**config.mk**
```make
export PLATFORM = sky130hd
export DESIGN_NAME = fetch_patch_unit
export DESIGN_NICKNAME = d
export VERILOG_FILES = /design/src/rtl/fpu_pkg.sv /design/src/rtl/fpu_regs.sv /design/src/rtl/fpu_match.sv /design/src/rtl/fpu_subst.sv /design/src/rtl/fetch_patch_unit.sv
export SDC_FILE = /design/constraint.sdc
export NUM_CORES = 1
export LEC_CHECK = 0
export ABC_AREA = 1
export BUFFER_PORTS_ARGS = -buffer_cell sky130_fd_sc_hd__buf_2
export CAP_MARGIN = 10
export CORE_MARGIN = 1
export CORE_UTILIZATION = 47
export CTS_BUF_LIST = sky130_fd_sc_hd__clkbuf_8 sky130_fd_sc_hd__clkbuf_16
export CTS_CLUSTER_DIAMETER = 120
export CTS_CLUSTER_SIZE = 28
export DETAILED_ROUTE_END_ITERATION = 8
export PLACE_DENSITY_LB_ADDON = 0.12
export RECOVER_POWER = 100
export SYNTH_ARGS = -nofsm -noshare
export SYNTH_HDL_FRONTEND = slang
export SYNTH_HIERARCHICAL = 1
export SYNTH_SLANG_ARGS = --single-unit
```
**constraint.sdc**
```tcl
create_clock -name clk -period 1.2 [get_ports clk]
set_clock_uncertainty 0.05 [all_clocks]
set_input_delay 0.12 -clock clk [delete_from_list [all_inputs] [get_ports clk]]
set_output_delay 0.12 -clock clk [all_outputs]
set_load 0.02 [all_outputs]
```
**src/rtl/fpu_pkg.sv**
```systemverilog
package fpu_pkg;
  localparam logic [7:0] TRAP_OPCODE = 8'h01;
  localparam int SLOT_STRIDE = 4;

  function automatic logic addr_in_window(input logic [31:0] a,
                                          input logic [31:0] lo,
                                          input logic [31:0] hi);
    return (a >= lo) && (a <= hi);
  endfunction

  function automatic int slot_byte_offset(input int slot, input int byte_idx);
    return slot * SLOT_STRIDE + byte_idx;
  endfunction
endpackage

```
**src/rtl/fpu_regs.sv**
```systemverilog
module fpu_regs #(
  parameter int NUM_DET = 2,
  parameter int ADDR_W  = 24,
  parameter int REG_AW  = 4
) (
  input  logic                            clk,
  input  logic                            rst_n,
  input  logic                            reg_we,
  input  logic [REG_AW-1:0]               reg_addr,
  input  logic [7:0]                      reg_wdata,
  output logic [7:0]                      reg_rdata,
  input  logic [NUM_DET-1:0]              hit_vec,
  output logic [NUM_DET-1:0][ADDR_W-1:0]  det_addr,
  output logic [NUM_DET-1:0]              en_vec,
  output logic [NUM_DET-1:0]              stat_vec
);
  import fpu_pkg::*;
  localparam int ADDR_BYTES = ADDR_W / 8;
  localparam int CTRL_OFS   = SLOT_STRIDE * NUM_DET;
  localparam int STAT_OFS   = CTRL_OFS + 1;

  logic ctrl_wr, stat_wr;
  logic [NUM_DET-1:0] clr_vec;

  assign ctrl_wr = reg_we && (reg_addr == REG_AW'(CTRL_OFS));
  assign stat_wr = reg_we && (reg_addr == REG_AW'(STAT_OFS));
  assign clr_vec = stat_wr ? reg_wdata[NUM_DET-1:0] : '0;

  always_ff @(posedge clk or negedge rst_n) begin
    if (!rst_n) begin
      det_addr <= '0;
      en_vec   <= '0;
      stat_vec <= '0;
    end else begin
      for (int i = 0; i < NUM_DET; i++) begin
        for (int b = 0; b < ADDR_BYTES; b++) begin
          if (reg_we && (reg_addr == REG_AW'(slot_byte_offset(i, b))))
            det_addr[i][b*8 +: 8] <= reg_wdata;
        end
      end
      if (ctrl_wr) en_vec <= reg_wdata[NUM_DET-1:0];
      stat_vec <= (stat_vec & ~clr_vec) | hit_vec;
    end
  end

  always_comb begin
    reg_rdata = 8'h00;
    for (int i = 0; i < NUM_DET; i++) begin
      for (int b = 0; b < ADDR_BYTES; b++) begin
        if (reg_addr == REG_AW'(slot_byte_offset(i, b)))
          reg_rdata = det_addr[i][b*8 +: 8];
      end
    end
    if (reg_addr == REG_AW'(CTRL_OFS)) reg_rdata = 8'(en_vec);
    if (reg_addr == REG_AW'(STAT_OFS)) reg_rdata = 8'(stat_vec);
  end
endmodule

```
**src/rtl/fpu_match.sv**
```systemverilog
module fpu_match #(
  parameter int ADDR_W = 24
) (
  input  logic              fetch_valid,
  input  logic              rom_ok,
  input  logic              enable,
  input  logic [ADDR_W-1:0] fetch_addr,
  input  logic [ADDR_W-1:0] det_addr,
  output logic              hit
);
  logic addr_eq;
  assign addr_eq = (fetch_addr == det_addr);
  assign hit     = fetch_valid && rom_ok && enable && addr_eq;
endmodule

```
**src/rtl/fpu_subst.sv**
```systemverilog
module fpu_subst #(
  parameter int NUM_DET = 2
) (
  input  logic [NUM_DET-1:0] hit_vec,
  input  logic [7:0]         data_in,
  output logic [7:0]         data_out,
  output logic               any_hit
);
  import fpu_pkg::*;
  assign any_hit  = |hit_vec;
  assign data_out = any_hit ? TRAP_OPCODE : data_in;
endmodule

```
**src/rtl/fetch_patch_unit.sv**
```systemverilog
module fetch_patch_unit #(
  parameter int          NUM_DET = 2,
  parameter int          ADDR_W  = 24,
  parameter int          REG_AW  = 4,
  parameter logic [23:0] ROM_LO  = 24'hFF0000,
  parameter logic [23:0] ROM_HI  = 24'hFFFFFF
) (
  input  logic              clk,
  input  logic              rst_n,
  input  logic              reg_we,
  input  logic [REG_AW-1:0] reg_addr,
  input  logic [7:0]        reg_wdata,
  output logic [7:0]        reg_rdata,
  input  logic              fetch_valid,
  input  logic [ADDR_W-1:0] fetch_addr,
  input  logic [7:0]        fetch_data_in,
  output logic [7:0]        fetch_data_out,
  output logic              patch_hit
);
  import fpu_pkg::*;

  logic [NUM_DET-1:0][ADDR_W-1:0] det_addr;
  logic [NUM_DET-1:0]             en_vec;
  logic [NUM_DET-1:0]             stat_vec;
  logic [NUM_DET-1:0]             hit_vec;
  logic                           rom_ok;

  assign rom_ok = addr_in_window(32'(fetch_addr), 32'(ROM_LO), 32'(ROM_HI));

  fpu_regs #(.NUM_DET(NUM_DET), .ADDR_W(ADDR_W), .REG_AW(REG_AW)) u_regs (
    .clk(clk), .rst_n(rst_n), .reg_we(reg_we), .reg_addr(reg_addr),
    .reg_wdata(reg_wdata), .reg_rdata(reg_rdata), .hit_vec(hit_vec),
    .det_addr(det_addr), .en_vec(en_vec), .stat_vec(stat_vec)
  );

  for (genvar g = 0; g < NUM_DET; g++) begin : g_slot
    fpu_match #(.ADDR_W(ADDR_W)) u_match (
      .fetch_valid(fetch_valid), .rom_ok(rom_ok), .enable(en_vec[g]),
      .fetch_addr(fetch_addr), .det_addr(det_addr[g]), .hit(hit_vec[g])
    );
  end

  fpu_subst #(.NUM_DET(NUM_DET)) u_subst (
    .hit_vec(hit_vec), .data_in(fetch_data_in),
    .data_out(fetch_data_out), .any_hit(patch_hit)
  );
endmodule

```
==> flow_summary_export.csv, run 1 <==
group,metric,value,unit
logic_synthesis,synth_top_area_share,35.46,%
clocking,cts-root-buf,"clkbuf_8",
routing,drc,0,
logic_synthesis,syn-instance-count,563,
setup_path,path_delay_family,"simple AND/OR/NAND/NOR gates",
routing,dr_wl_met3,483,um
routing,dr.pass1.iters,5,
layout,final_util,67.79,%
logic_synthesis,synth_area,0.003670,mm^2
clocking,htree_levels,2,
sta,rsz0062_at_grt,"yes",
sta,fin_ws,-0.7460,ns
setup_path,path_cells,"inv_1, nand2_1, nand2_1, nor2_1, nand2_2, nor2_4, nand2_2, nor2_4, inv_2, nand2_8, nor2_2, buf_6",
logic_synthesis,yosys_warnings,6,
power,p_leak,2.880,nW
layout,nNetsFinal,755,
setup_path,crit_buf_inv,3,
place,place_inst,793,
worst_hold_path,hold_path.class,"input port to flip-flop",
global_route,globalRoute.totalOverflow,0,
power,p_sw,1.997,mW
logic_synthesis,synth.net_count,611,
floorplanning,start_util,49.54,%
setup_path,r2r-start,"u_regs/det_addr[5]$_DFFE_PN0P_",
global_route,grt_max_degree,53,
routing,finalWirelength,10720,um
logic_synthesis,ys_ff_latch,52,
place,numPortBuffers,64,
power,total_power,6.016,mW
layout,layout-drive-gt1-share,33.33,%
clocking,cts_buffers,5,
setup_path,required,1.03,ns
routing,ant_nets,0,
clocking,cts.sinks,52,
floorplanning,io_pins,65,
setup_path,endpoint_kind,"primary output",
global_route,first_global_vias,3618,
setup_path,critPathLaunchType,"flip-flop",
power,p_int,4.019,mW
setup_path,critPathMaxStageDelay,0.40,ns
routing,vias,3829,
logic_synthesis,synth_top_area_cell,"dfrtp_1",
setup_path,cp.arrival,1.78,ns
power,seq_power_share,39.5,%
worst_hold_path,hold_path.startpoint,"reg_wdata[2]",
logic_synthesis,synth.top_cells.by_count,"nand2_1, inv_1, nor2_1",
logic_synthesis,synth-async-reset-ratio,100.0,%
outcome,violations,"negative setup slack",
logic_synthesis,synth_seq_area_share,35.46,%
sta,drv_slew,0,
sta,finalHoldViolCount,0,
routing,met1Wirelength,4672,um
global_route,grt_pass1_wl,17550,um
power,clkPwrFrac,22.1,%
floorplanning,rows,31,
sta,max_freq,513.9,MHz
sta,max_slew.worst_pin.slew,0.7676,ns
sta,slew_headroom,48.83,%
power,power_frac_comb,38.4,%
clocking,cts_max_path_buffers,2,
floorplanning,dieArea,0.008166,mm^2
logic_synthesis,ys_types,25,
layout,antenna_cells,0,
layout,fin_cells,807,
clocking,cts_tree,"done",
routing,routed_via_density,4.745,
logic_synthesis,synth_edf_count,0,
logic_synthesis,avgSynthCellArea,6.518,um^2
floorplanning,chipWidth,90.37,um
logic_synthesis,ys_top_cells_by_area,"dfrtp_1, nand2_1, inv_1",
routing,top_layer_used,"met4",
layout,areaGrowthSynthToFinish,36.86,%
flow_run,cap_violations,0,
floorplanning,die_h,90.37,um
setup_path,worstSetupPathType,"flip-flop to primary output",
global_route,antenna_found_initial,0,
setup_path,slowest_stage,"dfrtp_1",
global_route,grtUsageTotal,27.55,%
sta,setup_viol,22,
sta,fin_crit,1.946,ns
clocking,cts.clk_slew.worst_paths,0.10,ns
power,power_density,1198,mW/mm^2
routing,met2_length,5393,um
outcome,status,"complete, but fails checks",
logic_synthesis,synth_top_flop_cell,"dfrtp_1",
place,dpl_worst_slack,-0.4873,ns
power,irDropWorstVdd,0.7868,mV
place,place_hpwl,7848,um
routing,wl_per_cell,13.29,um
clocking,clk_latency,0.31,ns
layout,n_fill_cell,670,
setup_path,crit_fanout,8,
sta,min_period_over_period,162.2,%
floorplanning,coreArea,0.007408,mm^2
place,place_congestion,0.8738,
power,switching_share,33.20,%
routing,drt-initial-drc-count,273,
logic_synthesis,yosysMostFrequentCell,"nand2_1",
setup_path,crit_start,"u_regs/det_addr[5]$_DFFE_PN0P_",
-- flip-flops by register name, indices dropped and copies added (netlist names) --
name / flops
u_regs/det_addr: 48
u_regs/stat_vec: 2
u_regs/en_vec: 2
-- routing by layer --
metal | up-vias | GRT usage, %
met5 | - | 0
met1 | 1752 | 35.90
met2 | 102 | 47.77
met4 | 0 | 6.989
li1 | 1960 | -
met3 | 15 | 4.125
-- layout by cell type (no fill, tap or decap), drive strengths merged --
| cell type | n |
|---|---|
| dfrtp | 52 |
| xor2 | 2 |
| bufinv | 1 |
| or2 | 7 |
| nor2 | 64 |
| nand3b | 6 |
| nand4 | 5 |
| dlygate4sd3 | 1 |
| buf | 138 |
| nand3 | 10 |
| o211ai | 2 |
| xnor2 | 12 |
| inv | 109 |
| clkbuf | 13 |
| o21ai | 52 |
| clkinv | 1 |
| a21oi | 1 |
| nand2 | 231 |
| nor3 | 1 |
-- metrics by stage --
step	hold slack (ns)	TNS, ns	cell area, um^2
finish	0.1081	-10.12	5022
global route	0.1199	-14.89	5022
CTS	0.1200	-10.28	4956
detailed placement	0.09012	-15.37	4673
global placement	0.09173	-13.81	4673
floorplan	-0.2256	-1.012	3696
-- worst register-to-register path, stage by stage, from the launching register on --
cell,delay [ns]
dfrtp_1,0.40
inv_1,0.05
nand2_1,0.06
nand2_1,0.05
nor2_1,0.14
nand2_2,0.10
nor2_4,0.09
nand2_2,0.09
nor2_4,0.13
buf_4,0.11
buf_4,0.09
inv_2,0.02
nand2_1,0.05
-- kinds of logic (layout without fill, tap and decap cells) --
logic type | after synthesis | count (layout) | share of synthesized area, %
DFF | 52 | 52 | 35.46
AOI/OAI and AO/OA | 55 | 55 | 10.09
buffers and inverters | 118 | 263 | 13.47
and+or+nand+nor | 324 | 324 | 37.64
xor gates and xnor gates | 14 | 14 | 3.341
-- power groups by stage --
| stage | Sequential [mW] | Combinational, mW | Clock, mW |
|---|---|---|---|
| 4_1_cts | 2.37 | 2.22 | 1.35 |
| 5_1_grt | 2.42 | 2.57 | 1.44 |
| 2_1_floorplan | 2.39 | 1.04 | 0 |
| 3_3_place_gp | 2.37 | 2.04 | 0 |
| 3_5_place_dp | 2.39 | 2.08 | 0 |
| 6_report | 2.38 | 2.31 | 1.33 |
-- area by class of cell --
| class | count | area [um^2] | area share, % |
|---|---|---|---|
| Sequential cell | 52 | 1301 | 25.91 |
| Tap cell | 99 | 123.9 | 2.466 |
| Clock inverter | 1 | 30.03 | 0.5979 |
| Timing Repair Buffer | 145 | 1090 | 21.70 |
| Clock buffer | 7 | 96.34 | 1.918 |
| Inverter | 110 | 419.2 | 8.346 |
| Multi-Input combinational cell | 393 | 1962 | 39.06 |
-- final timing paths --
kind                                                    to  slack (ns)  depth (start not counted)
min in group asynchronous   u_regs/det_addr[9]$_DFFE_PN0P_        0.47                          3
max in group asynchronous  u_regs/det_addr[41]$_DFFE_PN0P_        0.12                          3
min                        u_regs/det_addr[34]$_DFFE_PN0P_        0.11                          3
max                                      fetch_data_out[1]       -0.75                         12
min reg2reg                   u_regs/stat_vec[1]$_DFF_PN0_        0.46                          2
max reg2reg                   u_regs/stat_vec[0]$_DFF_PN0_       -0.30                         12
-- repair_timing --
action                                 4_1_cts  5_1_grt
endpoints found under the hold margin       52        0
hold buffers                                 1        0
setup endpoints to repair                   19       31
resized for setup                           44       43
pin swaps                                   16       42
setup buffers                                4        5
Power figures use the tool's default switching activity.
==> run 2, diff against run 1 <==
--- a/config.mk
+++ b/config.mk
@@ -9,7 +9,7 @@
 export BUFFER_PORTS_ARGS = -buffer_cell sky130_fd_sc_hd__buf_2
 export CAP_MARGIN = 10
 export CORE_MARGIN = 1
-export CORE_UTILIZATION = 47
+export CORE_UTILIZATION = 51
 export CTS_BUF_LIST = sky130_fd_sc_hd__clkbuf_8 sky130_fd_sc_hd__clkbuf_16
 export CTS_CLUSTER_DIAMETER = 120
 export CTS_CLUSTER_SIZE = 28
==> run 2 against run 1 <==
Against the previous run:
- the flow still finishes with violations (negative setup slack)
- worst setup slack worse by 0.085 ns
- core utilization rose by 4.7 points
- sequential share of layout area is 0.21 points higher
- maximum frequency shrank 4.2%
==> flow_summary_export.csv, run 2 (synthesized netlist as in run 1, its figures left out) <==
group,metric,value,unit
outcome,status,"complete, but fails checks",
outcome,violations,"negative setup slack",
routing,vias,3935,
layout,final_common_cell,"nand2_1",
setup_path,critPathLaunchType,"flip-flop",
clocking,cts_tree,"done",
setup_path,critPathMaxStageDelay,0.42,ns
floorplanning,dieArea,0.007539,mm^2
power,total_power,5.844,mW
global_route,grt_pass1_wl,17140,um
sta,drv_slew,0,
worst_hold_path,hold_path.class,"input port to flip-flop",
sta,max_slew.worst_pin.slew,0.7470,ns
sta,hold_ws,0.09285,ns
layout,layout-drive-gt1-share,31.97,%
place,place_hpwl,7991,um
floorplanning,coreArea,0.006869,mm^2
global_route,grtUsageTotal,30.18,%
clocking,cts.sinks,52,
place,numPortBuffers,64,
setup_path,cp.arrival,1.86,ns
routing,routed_via_density,4.882,
sta,max_freq,492.4,MHz
flow_run,cap_violations,0,
layout,areaGrowthSynthToFinish,35.77,%
clocking,cts_buffers,5,
global_route,antenna_found_initial,0,
setup_path,slowest_stage,"dfrtp_1",
routing,drt-initial-drc-count,196,
sta,slew_headroom,50.20,%
layout,largest_reg_flops,48,
layout,multi_input_area,0.001941,mm^2
clocking,cts_max_path_buffers,2,
routing,ant_nets,0,
setup_path,crit_fanout,8,
routing,dr.pass1.iters,5,
layout,reg_top3,"u_regs/det_addr (48), u_regs/en_vec (2), u_regs/stat_vec (2)",
layout,nNetsFinal,757,
floorplanning,rows,30,
setup_path,required,1.03,ns
setup_path,path_delay_family,"simple AND/OR/NAND/NOR gates",
clocking,cts.clk_slew.worst_paths,0.10,ns
layout,antenna_cells,0,
layout,final_cell_mix,"nand2_1, inv_1, buf_4, dfrtp_1, buf_2",
sta,setup_viol,25,
routing,finalWirelength,11100,um
floorplanning,chipWidth,86.83,um
routing,wl_per_cell,13.77,um
layout,final_area,0.004982,mm^2
layout,top_register,"u_regs/det_addr",
setup_path,crit_top_cell,"nor2_1",
global_route,first_global_vias,3757,
layout,n_fill_cell,589,
sta,rsz0062_at_grt,"yes",
power,irDropWorstVdd,0.7607,mV
setup_path,path_cells,"nor2_1, nor2_1, nor2_1, nand2_1, nor2_1, nand2_1, nor2_2, inv_2, nand2_8, nor2_2, buf_2",
floorplanning,die_h,86.83,um
setup_path,endpoint_kind,"primary output",
sta,min_period_over_period,169.2,%
global_route,globalRoute.totalOverflow,0,
power,p_leak,2.890,nW
layout,seqCellArea,0.001301,mm^2
power,power_density,1173,mW/mm^2
sta,finalHoldViolCount,0,
setup_path,worstSetupPathType,"flip-flop to primary output",
sta,fin_crit,2.031,ns
floorplanning,start_util,53.42,%
routing,drc,0,
sta,fin_ws,-0.8308,ns
setup_path,crit_buf_inv,2,
clocking,htree_levels,2,
clocking,clk_latency,0.31,ns
place,place_congestion,0.8673,
global_route,grt_max_degree,53,
clocking,cts-root-buf,"clkbuf_8",
floorplanning,io_pins,65,
place,placed_cell_area,0.004697,mm^2
-- run 2: worst paths after layout --
path	cells past startpoint	slack [ns]	start	end
worst max-delay path	11	-0.83	u_regs/det_addr[27]$_DFFE_PN0P_	fetch_data_out[2]
worst min-delay path	3	0.09	reg_wdata[6]	u_regs/det_addr[30]$_DFFE_PN0P_
worst max register to register	15	-0.59	u_regs/det_addr[7]$_DFFE_PN0P_	u_regs/stat_vec[0]$_DFF_PN0_
worst min register to register	2	0.47	u_regs/stat_vec[1]$_DFF_PN0_	u_regs/stat_vec[1]$_DFF_PN0_
max in group asynchronous	3	0.16	rst_n	u_regs/stat_vec[0]$_DFF_PN0_
min in group asynchronous	3	0.45	rst_n	u_regs/det_addr[6]$_DFFE_PN0P_
-- run 2: what timing repair did --
| item | 4_1_cts | 5_1_grt |
|---|---|---|
| resized for setup | 42 | 37 |
| hold buffers | 1 | 0 |
| setup endpoints to repair | 19 | 19 |
| hold endpoints to repair | 52 | 0 |
| pin swaps | 18 | 21 |
| buffers inserted | 9 | 9 |
-- run 2: cell type report --
type                       instances  area share (%)
sequential                        52           26.12
multi-input combinational        393           38.95
clock inverter                     3          0.8538
clock buffer                       5           1.381
inverter                         110           8.312
timing repair buffer             147           21.97
tap                               96           2.411
-- run 2: power by group --
group	switching, mW	internal (mW)	leakage (nW)	total, mW
combinational	1.11	1.11	2.17	2.22
clock	0.618	0.618	0.0541	1.24
sequential	0.291	2.09	0.663	2.39
-- run 2: worst register-to-register path: cells and delay by family, from the launching register on --
family,cells,cell delay [ns]
buffers and inverters,7,0.64
DFF,1,0.44
and+or+nand+nor,8,0.56
-- run 2: stage by stage --
step / utilization [%] / std cells / setup slack [ns] / setup TNS, ns
after detailed placement: 68.38 / 792 / -0.4732 / -11.49
after global placement: 68.38 / 792 / -0.3917 / -9.465
after CTS: 72.44 / 805 / -0.7602 / -10.42
after floorplan: - / 563 / -0.1234 / -1.012
final: 72.53 / 806 / -0.8308 / -11.31
after global routing: 72.53 / 806 / -0.9147 / -14.13
-- run 2: routing by layer --
layer | wire, um | share of wire [%] | vias up | track usage, %
met4 | 405 | 3.6 | 0 | 14.09
met5 | 0 | 0 | - | 0
met1 | 4583 | 41 | 1787 | 37.19
met3 | 599 | 5.4 | 33 | 4.476
li1 | - | - | 1967 | -
met2 | 5508 | 50 | 148 | 51.90
